`config.mk`:
```
export PLATFORM = sky130hd
export DESIGN_NAME = rst_cycle_sampler
export DESIGN_NICKNAME = d
export VERILOG_FILES = /design/src/rtl/rst_cycle_pkg.sv /design/src/rtl/rst_cycle_timing.sv /design/src/rtl/rst_cycle_qualifier.sv /design/src/rtl/rst_cycle_sampler.sv
export SDC_FILE = /design/constraint.sdc
export NUM_CORES = 1
export LEC_CHECK = 0
export ABC_AREA = 0
export CAP_MARGIN = 5
export CORE_AREA = 3 3 40 42
export DETAILED_ROUTE_END_ITERATION = 7
export DIE_AREA = 0 0 43 45
export PLACE_DENSITY = 0.79
export SLEW_MARGIN = 20
export SYNTH_ARGS = -nofsm -noshare
export SYNTH_HDL_FRONTEND = slang
export SYNTH_HIERARCHICAL = 1
export SYNTH_SLANG_ARGS = --single-unit
```
`constraint.sdc`:
```
create_clock -name clk_i -period 1.85 [get_ports clk_i]
set_input_delay 0.555 -clock clk_i [delete_from_list [all_inputs] [get_ports clk_i]]
set_output_delay 0.555 -clock clk_i [all_outputs]
set_load 0.02 [all_outputs]
```
`src/rtl/rst_cycle_pkg.sv`:
```
package rst_cycle_pkg;
    localparam int unsigned STATES     = 6;
    localparam int unsigned PHASES     = 2;
    localparam int unsigned CYCLE_CLKS = STATES * PHASES;
    localparam int unsigned CNT_W      = $clog2(CYCLE_CLKS);
    localparam int unsigned STATE_W    = $clog2(STATES);
    localparam int unsigned PC_W       = 16;

    typedef struct packed {
        logic [STATE_W-1:0] state;
        logic               phase;
    } slot_t;

    // Linear clock index of a state/phase pair, both numbered from 1.
    function automatic logic [CNT_W-1:0] slot_index(input int unsigned st_num,
                                                    input int unsigned ph_num);
        return CNT_W'((st_num - 1) * PHASES + (ph_num - 1));
    endfunction

    function automatic slot_t slot_of(input logic [CNT_W-1:0] idx);
        slot_t s;
        s.state = STATE_W'(idx / CNT_W'(PHASES));
        s.phase = 1'(idx % CNT_W'(PHASES));
        return s;
    endfunction
endpackage

```
`src/rtl/rst_cycle_timing.sv`:
```
module rst_cycle_timing
    import rst_cycle_pkg::*;
#(
    parameter int unsigned SMP_STATE = 5,
    parameter int unsigned SMP_PHASE = 2
) (
    input  logic  clk_i,
    input  logic  por_i,
    output slot_t slot_o,
    output logic  smp_stb_o
);
    localparam logic [CNT_W-1:0] LAST_IDX = CNT_W'(CYCLE_CLKS - 1);
    localparam logic [CNT_W-1:0] SMP_IDX  = slot_index(SMP_STATE, SMP_PHASE);

    logic [CNT_W-1:0] cnt_q;

    always_ff @(posedge clk_i) begin
        if (por_i)                cnt_q <= '0;
        else if (cnt_q == LAST_IDX) cnt_q <= '0;
        else                      cnt_q <= cnt_q + 1'b1;
    end

    assign slot_o    = slot_of(cnt_q);
    assign smp_stb_o = (cnt_q == SMP_IDX);

    // last slot of a machine cycle is followed by S1P1
    a_r1_cycle_wrap: assert property (@(posedge clk_i) disable iff (por_i)
        (slot_o.state == STATE_W'(STATES - 1) && slot_o.phase)
        |=> (slot_o.state == '0 && !slot_o.phase));

    // phase alternates every clock
    a_r1_phase_alt: assert property (@(posedge clk_i) disable iff (por_i)
        1'b1 |=> (slot_o.phase != $past(slot_o.phase)));
endmodule

```
`src/rtl/rst_cycle_qualifier.sv`:
```
module rst_cycle_qualifier #(
    parameter int unsigned ACCEPT = 2
) (
    input  logic clk_i,
    input  logic por_i,
    input  logic smp_stb_i,
    input  logic pin_i,
    output logic rst_int_o,
    output logic release_o
);
    localparam int unsigned HW = $clog2(ACCEPT + 1);
    localparam logic [HW-1:0] HIT_MAX  = HW'(ACCEPT);
    localparam logic [HW-1:0] HIT_NEAR = HW'(ACCEPT - 1);

    logic [HW-1:0] hits_q;
    logic          rst_q;
    logic          rel_q;

    always_ff @(posedge clk_i) begin
        if (por_i) begin
            hits_q <= '0;
            rst_q  <= 1'b0;
            rel_q  <= 1'b0;
        end else begin
            rel_q <= 1'b0;
            if (smp_stb_i) begin
                if (pin_i) begin
                    if (hits_q != HIT_MAX) hits_q <= hits_q + 1'b1;
                    if (hits_q >= HIT_NEAR) rst_q <= 1'b1;
                end else begin
                    hits_q <= '0;
                    rst_q  <= 1'b0;
                    if (rst_q) rel_q <= 1'b1;
                end
            end
        end
    end

    assign rst_int_o = rst_q;
    assign release_o = rel_q;

    // internal reset only moves on a sample edge
    a_r2_quiet_between: assert property (@(posedge clk_i) disable iff (por_i)
        !smp_stb_i |=> $stable(rst_q));

    // assertion needs a high sample at that edge
    a_r4_rise_on_high: assert property (@(posedge clk_i) disable iff (por_i)
        $rose(rst_q) |-> ($past(smp_stb_i) && $past(pin_i)));

    // a high sample keeps an asserted reset
    a_r5_hold_high: assert property (@(posedge clk_i) disable iff (por_i)
        (rst_q && smp_stb_i && pin_i) |=> rst_q);

    // release only on a low sample
    a_r6_fall_on_low: assert property (@(posedge clk_i) disable iff (por_i)
        $fell(rst_q) |-> ($past(smp_stb_i) && !$past(pin_i)));
endmodule

```
`src/rtl/rst_cycle_sampler.sv`:
```
module rst_cycle_sampler
    import rst_cycle_pkg::*;
#(
    parameter int unsigned    SMP_STATE  = 5,
    parameter int unsigned    SMP_PHASE  = 2,
    parameter int unsigned    ACCEPT     = 2,
    parameter logic [PC_W-1:0] RESTART_PC = '0
) (
    input  logic            clk_i,
    input  logic            por_i,
    input  logic            rst_pin_i,
    output logic            rst_int_o,
    output logic [PC_W-1:0] pc_val_o,
    output logic            pc_ld_o,
    output logic [2:0]      state_o,
    output logic            phase_o
);
    slot_t slot;
    logic  smp_stb;
    logic  rel;

    rst_cycle_timing #(
        .SMP_STATE(SMP_STATE),
        .SMP_PHASE(SMP_PHASE)
    ) u_timing (
        .clk_i    (clk_i),
        .por_i    (por_i),
        .slot_o   (slot),
        .smp_stb_o(smp_stb)
    );

    rst_cycle_qualifier #(
        .ACCEPT(ACCEPT)
    ) u_qual (
        .clk_i    (clk_i),
        .por_i    (por_i),
        .smp_stb_i(smp_stb),
        .pin_i    (rst_pin_i),
        .rst_int_o(rst_int_o),
        .release_o(rel)
    );

    assign pc_ld_o  = rel;
    assign pc_val_o = RESTART_PC;
    assign state_o  = 3'(slot.state);
    assign phase_o  = slot.phase;

    // load strobe lasts one clock
    a_r7_load_single: assert property (@(posedge clk_i) disable iff (por_i)
        pc_ld_o |=> !pc_ld_o);

    // load strobe coincides with reset just dropped
    a_r7_load_on_release: assert property (@(posedge clk_i) disable iff (por_i)
        pc_ld_o |-> ($past(rst_int_o) && !rst_int_o));
endmodule

```
==> run summary, run 1 <==
post-synthesis cell type count: 20
dpl cell area: 567 µm²
WL per Instance: 9.92 µm
Worst setup EP type: output port
RSZ-0062 raised after global routing: false
TritonCTS clock tree: done
starting utilization of the core area: 0.408
synthesized netlist cell count: 57
number of nets still failing antenna checks after routing: 0
reg2reg end: u_qual/rst_int_o
CTS HTree Levels: 1
maximum number of pins on one net before global-route repair: 8
data arrival time of the critical path: 1240 ps
global placer's final weighted congestion: 0.741
number of global-route vias before repair: 360
result of the run: finished clean
# Max-Cap Violations: 0
Worst Reg2Reg Path Length in Cells: 4
final count of pins violating max slew: 0
width of the die: 43 µm
beginning of the worst register-to-register path: u_timing/cnt_q[3]
die area: 0.00194 mm²
share of post-route cells with drive strength above 1: 0.0882
die span in y: 45 µm
Rows: 13
crit-path max cell delay: 620 ps
Final period util: 0.970
power density cells: 649 mW/mm²
io pins: 25
endpoints failing hold: 0
IR drop worst, VDD: 0.250 mV
library cell contributing the largest single delay on the critical path: sky130_fd_sc_hd__clkdlybuf4s50_1
maximum count of clock buffers along a single path: 2
Setup-failing EPs final: 0
clock-pin slew reported for the worst setup and hold paths after clock tree synthesis: 60 ps
TritonCTS sink count: 8
leakage power figure: 0.259 nW
worst setup path endpoint: state_o[2]
# diodes: 0
cell area after synthesis: 524 µm²
worst skew pair latency: 240 ps
flop2flop setup slack: 510 ps
syn_area_per_cell: 9.20 µm²
category of the critical setup timing path: register to output port
required time reported for the critical path endpoint: 1290 ps
TritonCTS Buffers: 3
CTS Hold Buffers Added: 0
final HPWL from detailed placement: 643 µm
number of violations reported at the end of detailed-routing iteration 0: 6
root buf cell: sky130_fd_sc_hd__clkbuf_4
share of synthesized area occupied by flip-flops and latches: 0.305
Critical Path Source Type: register
leftover overflow at the end of global routing: 0
layout overhead on the synthesized area: 12.4%
cell type group with the largest total delay on the critical path: buffers and inverters
Stages on worst setup path: 1
final setup skew: 3.88 ps
fin area: 589 µm²
Min-Delay Path Class: register to register
detailed route wirelength on metal3: 50 µm
nets: 77
hold slack final: 505 ps
total of warnings raised by yosys: 6
input/output buffers: 8
worst-path fanout max: 5
DRC violations left: 0
Max Clk Rate: 0.557 GHz
area of the placeable core: 0.00128 mm²
Total Neg Setup Slack: 0 ps
detailed route wirelength on metal2: 422 µm
post-CTS setup buffer count: 0
flip-flop and latch count after synthesis: 8
Critical path origin: u_timing/cnt_q[3]
Initial DRT Pass Iterations: 3
Metal-1 WL: 350 µm
highest routed layer: met3
initial antenna violation count: 0
GR Util All Layers: 0.0900
first-pass GRT wire length: 1370 µm
Total Wirelength: 823 µm
time the final worst path needs with I/O delays and setup: 1790 ps
post-cts gate resize count: 2
list of cells traversed by the critical path: clkdlybuf4s50_1
number of vias in the routed layout: 380
WP buf/inv: 1
post-detailed-route via-to-cell ratio: 4.58
[power breakdown]
| group | internal (mW) | leakage, nW | switching (mW) | total [mW] |
|---|---|---|---|---|
| Combinational | 0.0190 | 0.180 | 0.0485 | 0.0675 |
| Sequential | 0.178 | 0.0651 | 0.00763 | 0.186 |
| Clock | 0.0740 | 0.0138 | 0.0555 | 0.129 |
| Total | 0.271 | 0.259 | 0.112 | 0.383 |
[tightest hold or removal path, cell delays in order (launching register included)]
cell	delay, ps
sky130_fd_sc_hd__dfxtp_1	330
sky130_fd_sc_hd__nand2b_1	70
sky130_fd_sc_hd__a31oi_1	70
[sequential cells by signal, summed over array words and instances (netlist names)]
register	flops
u_qual/hits_q	2
u_timing/cnt_q	4
u_qual/rst_int_o	1
u_qual/release_o	1
[layout by cell type, fill, tap and decap left out, drive strengths merged]
cell type,n
clkbuf,3
a21oi,1
and3,1
dlygate4sd2,2
nor2b,2
nand3,2
buf,1
or2b,1
o32ai,1
inv,5
a31oi,2
nand4bb,1
nand4b,2
and2,1
a221oi,1
dlymetal6s2s,1
clkdlybuf4s50,5
dfxtp,8
nand2b,4
or3b,1
nor4b,1
conb,16
ha,4
a211oi,2
[layout make-up]
class                      count  area, µm²
tap                           15       18.8
timing repair buffer           9       87.6
inverter                       5       18.8
sequential                     8        160
clock buffer                   3       22.5
fill                         139        696
multi-input combinational     43        282
[how the worst min path moves through the flow]
stage | start | endpoint | depth (start not counted)
CTS | u_qual/rst_int_o | u_qual/release_o | 2
floorplan | u_qual/hits_q[0] | u_qual/hits_q[0] | 2
global placement | u_qual/rst_int_o | u_qual/release_o | 2
detailed placement | u_qual/rst_int_o | u_qual/release_o | 2
finish | u_qual/hits_q[0] | u_qual/hits_q[0] | 2
global route | u_qual/rst_int_o | u_qual/rst_int_o | 2
[synth_stat cells (all sizes together)]
cell type   n  area share
a211oi      2       0.029
a21oi       1      0.0095
a221oi      1       0.029
a31oi       2       0.024
and2        1       0.012
and3        1       0.012
buf        16        0.23
conb        1      0.0072
dfxtp       8        0.31
ha          4       0.095
inv         5       0.036
nand2b      4       0.048
nand3       2       0.019
nand4b      2       0.033
nand4bb     1       0.021
nor2b       2       0.024
nor4b       1       0.017
o32ai       1       0.017
or2b        1       0.017
or3b        1       0.017
[cells by family (layout without fill, tap and decap cells)]
logic type / after synthesis / in the layout / share of synthesized area
fa+ha+maj: 4 / 4 / 0.0955
compound gates: 7 / 7 / 0.107
simple gates: 16 / 16 / 0.220
buf+inv: 21 / 17 / 0.265
flops: 8 / 8 / 0.305
other cells: 1 / 16 / 0.00715
[through the flow]
stage | cells | worst slack, ps | power [mW] | util
2_1_floorplan | 72 | 581 | 0.260 | -
3_3_place_gp | 80 | 258 | 0.258 | 0.441
3_5_place_dp | 80 | 256 | 0.259 | 0.441
4_1_cts | 83 | 15.0 | 0.386 | 0.457
5_1_grt | 83 | 3.64 | 0.402 | 0.459
6_report | 83 | 55.9 | 0.383 | 0.459
[layer usage]
metal / track usage / up-vias
met5: 0 / -
met1: 0.106 / 183
met2: 0.165 / 13
met4: 0.0542 / 0
li1: - / 184
met3: 0 / 0
No activity file was read; power rests on OpenSTA's default activity.
==> inputs of run 2 (changes only) <==
- PLACE_DENSITY: 0.79 -> 0.8
==> run 2 against run 1 <==
Net effect: fmax rose by 3.6%; sequential share of layout area up 0.058 points; final area fell by 0.21%; sequential power hardly changed; critical path depth is the same; via count increased by 1.3%; routed wire length up 5.2%; clock skew shrank 1.8 ps; count of clock-buffer cells in the layout is the same; global-route usage up 0.18 points.
==> run summary, run 2 (synthesis gave the netlist of run 1 again) <==
result of the run: finished clean
fin area: 588 µm²
Stages on worst setup path: 1
endpoints failing hold: 0
TritonCTS Buffers: 3
WP buf/inv: 1
final count of pins violating max slew: 0
library cell contributing the largest single delay on the critical path: sky130_fd_sc_hd__clkdlybuf4s50_1
cell type group with the largest total delay on the critical path: buffers and inverters
Min-Delay Path Class: register to register
max reg flops: 4
Total Neg Setup Slack: 0 ps
leftover overflow at the end of global routing: 0
die span in y: 45 µm
Worst Reg2Reg Path Length in Cells: 4
hold slack final: 489 ps
Initial DRT Pass Iterations: 4
post-CTS setup buffer count: 0
io pins: 25
dpl cell area: 567 µm²
overall power: 390 µW
GR Util All Layers: 0.0918
Metal-1 WL: 374 µm
list of cells traversed by the critical path: clkdlybuf4s50_1
die area: 0.00194 mm²
highest-count cells in the layout ignoring fill and taps: 16 x sky130_fd_sc_hd__conb_1, 8 x sky130_fd_sc_hd__dfxtp_1, 5 x sky130_fd_sc_hd__inv_1
IR drop worst, VDD: 0.226 mV
DP Worst Slack: 243 ps
Worst Hold Depth: 2
flop2flop setup slack: 550 ps
first-pass GRT wire length: 1240 µm
maximum number of pins on one net before global-route repair: 8
required time reported for the critical path endpoint: 1290 ps
Worst setup EP type: output port
worst skew pair latency: 250 ps
number of vias in the routed layout: 385
Max Clk Rate: 0.578 GHz
detailed route wirelength on metal2: 409 µm
leading cell type in the layout, fill and taps excluded: sky130_fd_sc_hd__conb_1
RSZ-0062 raised after global routing: false
data arrival time of the critical path: 1180 ps
number of violations reported at the end of detailed-routing iteration 0: 7
Critical Path Source Type: register
Total Wirelength: 866 µm
layout overhead on the synthesized area: 12.2%
Top Registers: u_timing/cnt_q: 4 flops, u_qual/hits_q: 2 flops
Final Worst Setup Slack: 119 ps
Final period util: 0.936
time the final worst path needs with I/O delays and setup: 1730 ps
power density cells: 664 mW/mm²
category of the critical setup timing path: register to output port
global placer's final weighted congestion: 0.739
Top reg by flops: u_timing/cnt_q
detailed route wirelength on metal3: 65 µm
final setup skew: 2.11 ps
post-detailed-route via-to-cell ratio: 4.64
area of the placeable core: 0.00128 mm²
worst-path fanout max: 2
CTS HTree Levels: 1
input/output buffers: 8
Rows: 13
# Max-Cap Violations: 0
# diodes: 0
final HPWL from detailed placement: 640 µm
maximum count of clock buffers along a single path: 2
DRC violations left: 0
Setup-failing EPs final: 0
width of the die: 43 µm
number of nets still failing antenna checks after routing: 0
nets: 77
crit-path max cell delay: 600 ps
highest routed layer: met4
number of global-route vias before repair: 317
root buf cell: sky130_fd_sc_hd__clkbuf_4
clock-pin slew reported for the worst setup and hold paths after clock tree synthesis: 60 ps
TritonCTS clock tree: done
starting utilization of the core area: 0.408
initial antenna violation count: 0
WL per Instance: 10.4 µm
TritonCTS sink count: 8
share of post-route cells with drive strength above 1: 0.0882
leakage power figure: 0.266 nW
-- run 2: cell count changes in the layout (fill, tap and decap cells not counted), sizes merged --
| cell | delta |
|---|---|
| clkdlybuf4s50 | -1 |
| dlygate4sd2 | +1 |
-- run 2: final cells by class --
type,count,area (µm²)
Multi-Input combinational cell,43,282
Inverter,5,18.8
Sequential cell,8,160
Tap cell,15,18.8
Fill cell,135,697
Timing Repair Buffer,9,86.3
Clock buffer,3,22.5
-- run 2: per-layer routing --
| metal | vias to the layer above | GRT usage |
|---|---|---|
| li1 | 187 | - |
| met1 | 175 | 0.102 |
| met2 | 21 | 0.141 |
| met3 | 2 | 0.0120 |
| met4 | 0 | 0.108 |
| met5 | - | 0 |
-- run 2: power by group --
part | switching [mW] | internal, mW | total, mW
clock network | 0.0635 | 0.0745 | 0.138
registers | 0.00751 | 0.178 | 0.185
logic | 0.0487 | 0.0180 | 0.0667
-- run 2: path summary, 6_finish.rpt --
kind | startpoint | endpoint
hold / removal | u_qual/rst_int_o | u_qual/release_o
setup / recovery | u_qual/rst_int_o | rst_int_o
hold reg to reg | u_qual/rst_int_o | u_qual/release_o
setup reg to reg | u_timing/cnt_q[3] | u_qual/rst_int_o
-- run 2: stage by stage --
step,cells,util
2_1_floorplan,72,-
3_3_place_gp,80,0.441
3_5_place_dp,80,0.441
4_1_cts,83,0.456
5_1_grt,83,0.458
6_report,83,0.458
-- run 2: what timing repair did --
item | CTS | global route
resized for setup | 3 | 1
setup endpoints to repair | 3 | 1
hold buffers | 0 | 0
cloned | 0 | 0
